--- config.mk ---
export PLATFORM = sky130hd
export DESIGN_NAME = ldesc_walker
export DESIGN_NICKNAME = d
export VERILOG_FILES = /design/src/rtl/lwk_pkg.sv /design/src/rtl/lwk_index.sv /design/src/rtl/lwk_classify.sv /design/src/rtl/ldesc_walker.sv
export SDC_FILE = /design/constraint.sdc
export NUM_CORES = 1
export LEC_CHECK = 0
export ABC_AREA = 0
export BUFFER_PORTS_ARGS = -buffer_cell sky130_fd_sc_hd__buf_2
export CORE_MARGIN = 5
export CORE_UTILIZATION = 50
export CTS_CLUSTER_DIAMETER = 30
export DETAILED_ROUTE_END_ITERATION = 10
export PLACE_DENSITY_LB_ADDON = 0.25
export SLEW_MARGIN = 15
export SYNTH_ARGS = -nofsm -noshare
export SYNTH_HDL_FRONTEND = slang
export SYNTH_SLANG_ARGS = --single-unit
--- constraint.sdc ---
create_clock -name clk -period 4.7 [get_ports clk]
set_input_delay 0.94 -clock clk [delete_from_list [all_inputs] [get_ports clk]]
set_output_delay 0.94 -clock clk [all_outputs]
set_load 0.02 [all_outputs]
--- src/rtl/lwk_pkg.sv ---
package lwk_pkg;

  localparam int DESC_W = 64;

  typedef enum logic [1:0] {
    FK_NONE  = 2'd0,
    FK_XLAT  = 2'd1,
    FK_ASIZE = 2'd2
  } fault_e;

  typedef enum logic [1:0] {
    DK_INVALID = 2'd0,
    DK_TABLE   = 2'd1,
    DK_LEAF    = 2'd2
  } dkind_e;

  typedef enum logic [1:0] {
    ST_IDLE = 2'd0,
    ST_ADDR = 2'd1,
    ST_WAIT = 2'd2
  } state_e;

  // granule selector to offset width in bits
  function automatic logic [5:0] gran_width(input logic [1:0] g);
    case (g)
      2'd1:    gran_width = 6'd14;
      2'd2:    gran_width = 6'd16;
      default: gran_width = 6'd12;
    endcase
  endfunction

endpackage

--- src/rtl/lwk_index.sv ---
// Forms the address of the descriptor to fetch at a given level.
module lwk_index
  import lwk_pkg::*;
#(
  parameter int VA_W = 48,
  parameter int PA_W = 48
) (
  input  logic [VA_W-1:0] va,
  input  logic [PA_W-1:0] base,
  input  logic [1:0]      level,
  input  logic [1:0]      gran,
  output logic [PA_W-1:0] desc_addr
);

  logic [5:0]      gw;
  logic [5:0]      stride;
  logic [6:0]      lo;
  logic [VA_W-1:0] imask;
  logic [VA_W-1:0] idx;

  always_comb begin
    gw        = gran_width(gran);
    stride    = gw - 6'd3;
    // index low bit: stride * (3 - level) + granule width
    lo        = 7'(stride) * 7'(2'd3 - level) + 7'(gw);
    imask     = (VA_W'(1) << stride) - VA_W'(1);
    idx       = (va >> lo) & imask;
    desc_addr = base | (PA_W'(idx) << 3);
  end

endmodule

--- src/rtl/lwk_classify.sv ---
// Decides what a fetched descriptor is and derives its addresses.
module lwk_classify
  import lwk_pkg::*;
#(
  parameter int VA_W = 48,
  parameter int PA_W = 48
) (
  input  logic [PA_W-1:0] desc_lo,
  input  logic [VA_W-1:0] va,
  input  logic [1:0]      level,
  input  logic [1:0]      gran,
  output dkind_e          kind,
  output logic [5:0]      offw,
  output logic [PA_W-1:0] leaf_addr,
  output logic [PA_W-1:0] next_base
);

  logic [5:0]      gw;
  logic [PA_W-1:0] nmask;
  logic [PA_W-1:0] gmask;

  always_comb begin
    gw   = gran_width(gran);
    kind = DK_INVALID;
    offw = 6'd0;
    if (gran != 2'd3) begin
      if (desc_lo[1:0] == 2'b11) begin
        if (level == 2'd3) begin
          kind = DK_LEAF;
          offw = gw;
        end else begin
          kind = DK_TABLE;
        end
      end else if (desc_lo[1:0] == 2'b01) begin
        if (gran == 2'd0) begin
          if (level == 2'd1) begin
            kind = DK_LEAF;
            offw = 6'd30;
          end else if (level == 2'd2) begin
            kind = DK_LEAF;
            offw = 6'd21;
          end
        end else if (level == 2'd2) begin
          kind = DK_LEAF;
          offw = (gran == 2'd1) ? 6'd25 : 6'd29;
        end
      end
    end
    nmask     = (PA_W'(1) << offw) - PA_W'(1);
    gmask     = (PA_W'(1) << gw) - PA_W'(1);
    leaf_addr = (desc_lo & ~nmask) | (PA_W'(va) & nmask);
    next_base = desc_lo & ~gmask;
  end

endmodule

--- src/rtl/ldesc_walker.sv ---
module ldesc_walker
  import lwk_pkg::*;
#(
  parameter int VA_W = 48,
  parameter int PA_W = 48
) (
  input  logic            clk,
  input  logic            rst,
  input  logic            start,
  input  logic [VA_W-1:0] va,
  input  logic [PA_W-1:0] tbl_base,
  input  logic [1:0]      start_lvl,
  input  logic [1:0]      gran_sel,
  input  logic            high_el,
  input  logic [5:0]      pa_bits,
  output logic            rd_req,
  output logic [PA_W-1:0] rd_addr,
  input  logic            rd_valid,
  input  logic [63:0]     rd_data,
  output logic            busy,
  output logic            done,
  output logic [1:0]      fault,
  output logic [1:0]      fault_lvl,
  output logic [PA_W-1:0] out_addr,
  output logic [5:0]      off_bits,
  output logic            leaf_xn,
  output logic            leaf_pxn,
  output logic            leaf_contig,
  output logic            leaf_global,
  output logic            leaf_af,
  output logic [1:0]      leaf_sh,
  output logic [1:0]      leaf_ap,
  output logic [2:0]      leaf_attr,
  output logic            leaf_ns,
  output logic            acc_ns,
  output logic [1:0]      acc_ap,
  output logic            acc_xn,
  output logic            acc_pxn
);

  state_e          state;
  logic [VA_W-1:0] va_q;
  logic [PA_W-1:0] base_q;
  logic [1:0]      lvl_q;
  logic [1:0]      gran_q;
  logic            hel_q;
  logic [5:0]      pab_q;

  logic [PA_W-1:0] idx_addr;
  dkind_e          kind;
  logic [5:0]      offw;
  logic [PA_W-1:0] leaf_addr;
  logic [PA_W-1:0] next_base;
  logic            asize_bad;
  logic            unused_desc;

  assign unused_desc = ^{rd_data[58:55], rd_data[51:48]};

  lwk_index #(.VA_W(VA_W), .PA_W(PA_W)) u_index (
    .va        (va_q),
    .base      (base_q),
    .level     (lvl_q),
    .gran      (gran_q),
    .desc_addr (idx_addr)
  );

  lwk_classify #(.VA_W(VA_W), .PA_W(PA_W)) u_class (
    .desc_lo   (rd_data[PA_W-1:0]),
    .va        (va_q),
    .level     (lvl_q),
    .gran      (gran_q),
    .kind      (kind),
    .offw      (offw),
    .leaf_addr (leaf_addr),
    .next_base (next_base)
  );

  always_comb begin
    asize_bad = 1'b0;
    if (32'(pab_q) < PA_W)
      asize_bad = ((leaf_addr >> pab_q) != '0);
  end

  always_ff @(posedge clk) begin
    if (rst) begin
      state       <= ST_IDLE;
      va_q        <= '0;
      base_q      <= '0;
      lvl_q       <= '0;
      gran_q      <= '0;
      hel_q       <= 1'b0;
      pab_q       <= '0;
      rd_req      <= 1'b0;
      rd_addr     <= '0;
      busy        <= 1'b0;
      done        <= 1'b0;
      fault       <= FK_NONE;
      fault_lvl   <= '0;
      out_addr    <= '0;
      off_bits    <= '0;
      leaf_xn     <= 1'b0;
      leaf_pxn    <= 1'b0;
      leaf_contig <= 1'b0;
      leaf_global <= 1'b0;
      leaf_af     <= 1'b0;
      leaf_sh     <= '0;
      leaf_ap     <= '0;
      leaf_attr   <= '0;
      leaf_ns     <= 1'b0;
      acc_ns      <= 1'b0;
      acc_ap      <= '0;
      acc_xn      <= 1'b0;
      acc_pxn     <= 1'b0;
    end else begin
      done   <= 1'b0;
      rd_req <= 1'b0;
      case (state)
        ST_IDLE: begin
          if (start) begin
            va_q    <= va;
            base_q  <= tbl_base;
            lvl_q   <= start_lvl;
            gran_q  <= gran_sel;
            hel_q   <= high_el;
            pab_q   <= pa_bits;
            acc_ns  <= 1'b0;
            acc_ap  <= '0;
            acc_xn  <= 1'b0;
            acc_pxn <= 1'b0;
            fault   <= FK_NONE;
            if (gran_sel == 2'd3) begin
              fault     <= FK_XLAT;
              fault_lvl <= start_lvl;
              done      <= 1'b1;
            end else begin
              busy  <= 1'b1;
              state <= ST_ADDR;
            end
          end
        end
        ST_ADDR: begin
          rd_addr <= idx_addr;
          rd_req  <= 1'b1;
          state   <= ST_WAIT;
        end
        ST_WAIT: begin
          if (rd_valid) begin
            case (kind)
              DK_TABLE: begin
                base_q  <= next_base;
                lvl_q   <= lvl_q + 2'd1;
                acc_ns  <= acc_ns | rd_data[63];
                acc_ap  <= acc_ap | rd_data[62:61];
                acc_xn  <= acc_xn | rd_data[60];
                acc_pxn <= acc_pxn | rd_data[59];
                state   <= ST_ADDR;
              end
              DK_LEAF: begin
                out_addr    <= leaf_addr;
                off_bits    <= offw;
                leaf_xn     <= rd_data[54];
                leaf_pxn    <= rd_data[53];
                leaf_contig <= rd_data[52];
                leaf_global <= hel_q | ~rd_data[11];
                leaf_af     <= rd_data[10];
                leaf_sh     <= rd_data[9:8];
                leaf_ap     <= rd_data[7:6];
                leaf_ns     <= rd_data[5];
                leaf_attr   <= rd_data[4:2];
                fault       <= asize_bad ? FK_ASIZE : FK_NONE;
                fault_lvl   <= lvl_q;
                done        <= 1'b1;
                busy        <= 1'b0;
                state       <= ST_IDLE;
              end
              default: begin
                fault     <= FK_XLAT;
                fault_lvl <= lvl_q;
                done      <= 1'b1;
                busy      <= 1'b0;
                state     <= ST_IDLE;
              end
            endcase
          end
        end
        default: state <= ST_IDLE;
      endcase
    end
  end

  // read requests and completion strobes last a single cycle
  p_req_pulse_r11: assert property (@(posedge clk) disable iff (rst)
    rd_req |=> !rd_req);
  p_done_pulse_r11: assert property (@(posedge clk) disable iff (rst)
    done |=> !done);
  p_req_busy_r11: assert property (@(posedge clk) disable iff (rst)
    rd_req |-> busy);

  // gathered table limits never clear during a walk
  p_sticky_xn_r8: assert property (@(posedge clk) disable iff (rst)
    (busy && $past(busy) && $past(acc_xn)) |-> acc_xn);
  p_sticky_ap_r8: assert property (@(posedge clk) disable iff (rst)
    (busy && $past(busy)) |-> (($past(acc_ap) & ~acc_ap) == 2'b00));

  // successful walks end with a legal offset width
  p_offset_legal_r4: assert property (@(posedge clk) disable iff (rst)
    (done && fault == FK_NONE) |->
      (off_bits inside {6'd12, 6'd14, 6'd16, 6'd21, 6'd25, 6'd29, 6'd30}));

  // high-privilege walks report global translations
  p_global_r9: assert property (@(posedge clk) disable iff (rst)
    (done && fault == FK_NONE && hel_q) |-> leaf_global);

  // a successful result fits the configured physical width
  p_asize_r10: assert property (@(posedge clk) disable iff (rst)
    (done && fault == FK_NONE && (32'(pab_q) < PA_W)) |->
      ((out_addr >> pab_q) == '0));

endmodule

==> impl_metrics.csv <==
group,metric,value,unit
timing,setup_violations,0,
critical_path,end_kind,"register",
detailed_routing,wl_per_cell,21.9,µm
timing,worst_pin_slew,1.08,ns
floorplanning,dieArea,32100,µm²
layout,layout_common_cells,"nand2_1, buf_2, dfxtp_1, nor2_1, a21oi_1",
power_and_ir_drop,seqPwrFrac,0.256,
clock_tree,ctsHoldBuffers,0,
floorplanning,die_w,179,µm
timing,fin_ws,0.287,ns
layout,nFillCells,2516,
clock_tree,path_clk_slew,0.05,ns
critical_path,cp_data_required_time,5.13,ns
critical_path,arrival,4.84,ns
layout,layout.nets,2340,
synth,synth_top_area_cell,"dfxtp_1",
timing,fin_skew,0.0258,ns
critical_path,worstSetupStartpoint,"lvl_q[1]",
timing,post-route-period-util,0.939,
critical_path,startpoint_type,"register",
critical_path,worstReg2RegStart,"lvl_q[1]",
power_and_ir_drop,clkPwrFrac,0.418,
global_route,overflow,0,
global_route,grt.total_usage,0.334,
power_and_ir_drop,ir_drop,0.000325,V
power_and_ir_drop,pwr-share-comb,0.326,
placed_design,hpwl,42100,µm
floorplanning,ios,302,
clock_tree,clockBufferDepth,3,
layout,syn_to_final_growth,29.2,%
floorplanning,die_h,179,µm
clock_tree,clkSinkCount,235,
synth,ys_seq_area_frac,0.329,
worst_hold_path,hp-class,"register to register",
critical_path,rr_endpoint,"fault[1]",
timing,hold_viol,0,
critical_path,rr_worst_depth,19,
global_route,grt_pass1_wl,82700,µm
clock_tree,cts_tree,"yes",
global_route,grt_pass1_vias,14200,
timing,timing.final.crit_period,4.41,ns
detailed_routing,drc,0,
synth,syn_nets,2039,
floorplanning,core_area,28500,µm²
detailed_routing,ant_nets,0,
timing,slew_headroom,0.278,
global_route,grt_max_degree,111,
synth,ys.flop_type,"dfxtp_1",
flow_run,max-cap-violations,0,
power_and_ir_drop,power,0.00882,W
synth,ys_types,99,
synth,yosysWarnings,0,
timing,rsz0062_at_grt,"no",
synth,synth_edf_count,0,
power_and_ir_drop,intPower,0.00576,W
timing,slew_viol_final,0,
synth,synth-seq-cells,235,
layout,multi_input_area,8980,µm²
detailed_routing,dr_total_vias,15500,
synth,ys_top_cells_by_area,"dfxtp_1, nand2_1, mux4_2, a21oi_1, nor2_1",
synth,synthCells,1834,
detailed_routing,routed_via_density,6.05,
placed_design,io_buffers,292,
power_and_ir_drop,powerDensity,477,nW/µm²
floorplanning,initial_utilization,0.502,
timing,clock.fmax,0.227,GHz
critical_path,critPathCapture,"fault[1]",
critical_path,rrSetupSlack,0.29,ns
floorplanning,row_count,62,
clock_tree,clk-insertion-delay-late,0.56,ns
layout,drive_gt1_frac,0.275,
detailed_routing,first_iter_violations,1543,
placed_design,routabilityCongestion,0.963,
detailed_routing,drt-total-wl,56000,µm
synth,syn_area_per_cell,7.79,µm²
global_route,antenna_found_initial,2,
power_and_ir_drop,leakagePower,7.89,nW
detailed_routing,first_pass_iters,7,
clock_tree,htreeDepth,2,
placed_design,place_ws,-0.0300,ns
critical_path,worstSetupPathType,"register to register",
clock_tree,post_cts.repair.setup_buffers,0,
critical_path,path_max_fanout,8,
power_and_ir_drop,switchingPower,0.00306,W
synth,synthArstFlopShare,0,
run_status,outcome,"completed",
clock_tree,cts_root_buf,"clkbuf_16",
layout,final_common_cell,"nand2_1",
power_and_ir_drop,swShare,0.347,
layout,regArea,4710,µm²
synth,syn_area,14300,µm²
clock_tree,cts_buffers,47,
synth,yosysTopAreaCellShare,0.329,
==> worst min-delay path by stage <==
stage | start | end | slack, ns | cells past startpoint
after floorplan | base_q[0] | rd_addr[0] | 0.43 | 2
after global placement | base_q[31] | rd_addr[31] | 0.44 | 2
after detailed placement | base_q[38] | rd_addr[38] | 0.44 | 2
after CTS | base_q[31] | rd_addr[31] | 0.44 | 2
after global routing | out_addr[33] | out_addr[33] | 0.47 | 2
final | base_q[31] | rd_addr[31] | 0.44 | 2
==> power groups by stage <==
stage / logic (W) / registers (W) / clock network (W)
after global placement: 0.00276 / 0.00228 / 0
after CTS: 0.00279 / 0.00225 / 0.00371
after detailed placement: 0.00278 / 0.00229 / 0
final: 0.00288 / 0.00225 / 0.00369
after floorplan: 0.00178 / 0.00228 / 0
after global routing: 0.00311 / 0.00226 / 0.00382
==> cell usage after synthesis, drive strengths merged (5+ instances only) <==
cell / instances
nand2: 367
nor2: 210
a221oi: 5
mux4: 39
a32oi: 6
buf: 28
a311oi: 26
a31oi: 16
o41ai: 5
nor3: 73
o21a: 6
o31ai: 7
a21oi: 160
and2: 9
a211oi: 59
a222oi: 19
nand2b: 12
nor3b: 5
o21ai: 88
mux2i: 73
nand3: 31
dfxtp: 235
nand4: 7
ha: 27
o211ai: 15
nor2b: 15
clkbuf: 120
mux2: 15
inv: 32
and3: 9
o2111ai: 6
xnor2: 7
o22ai: 6
a22oi: 11
or3: 6
a21o: 5
==> per-stage QoR <==
step           hold WS, ns  setup TNS [ns]  instances  cell area, µm²   util
2_1_floorplan        0.432               0       1834           14400      -
3_3_place_gp         0.438         -0.0298       2469           16600  0.583
3_5_place_dp         0.444         -0.0300       2469           16600  0.583
4_1_cts              0.443               0       2557           18400  0.645
5_1_grt              0.465               0       2559           18500  0.649
6_report             0.442               0       2560           18500  0.649
==> registers in the layout, summed over array words and instances, names as in the netlist, 3 cells and up <==
register,flops
rd_addr,48
pab_q,6
out_addr,48
leaf_attr,3
va_q,48
off_bits,5
base_q,48
==> layer usage <==
layer  GRT usage  part of all wire  up-vias
li1            -                 -     7208
met1       0.460              0.42     7317
met2       0.505              0.44      836
met3      0.0846              0.11      131
met4       0.124             0.039        2
met5           0           0.00023        -
==> cell families (layout without fill, tap and decap cells) <==
family,count (synthesis),in the layout,synth area share
AO/OA/AOI/OAI,480,480,0.227
XOR/XNOR,11,11,0.00674
multiplexers,127,127,0.126
other,2,4,0.000525
buffers and inverters,184,524,0.0517
AND/OR/NAND/NOR,765,765,0.232
flip-flops,235,235,0.329
adder cells (fa/ha/maj),30,30,0.0278
==> layout make-up <==
type	instances	area share
Tap cell	384	0.0260
Clock inverter	32	0.0291
Inverter	36	0.00732
Clock buffer	56	0.0677
Timing Repair Buffer	400	0.128
Multi-Input combinational cell	1415	0.486
Sequential cell	235	0.255
Antenna cell	2	0.000271
==> critical path, cell delays in order (launching register included) <==
cell	delay, ns
dfxtp_4	0.40
inv_1	0.11
ha_1	0.24
a21oi_1	0.20
a221o_1	0.24
a21boi_4	0.20
nand2_1	0.10
ha_1	0.24
o21a_4	0.17
and2_4	0.15
or4_1	0.39
nand4b_1	0.10
or4_2	0.17
nor2_1	0.08
o21a_1	0.21
a2111o_1	0.33
a2111oi_2	0.34
a211oi_1	0.12
o41ai_2	0.35
a31oi_1	0.11
==> repair_timing <==
item / in CTS / in global routing
gates resized for setup: 0 / 15
setup endpoints to repair: 0 / 12
endpoints found under the hold margin: 0 / 0
Power figures use the tool's default switching activity.
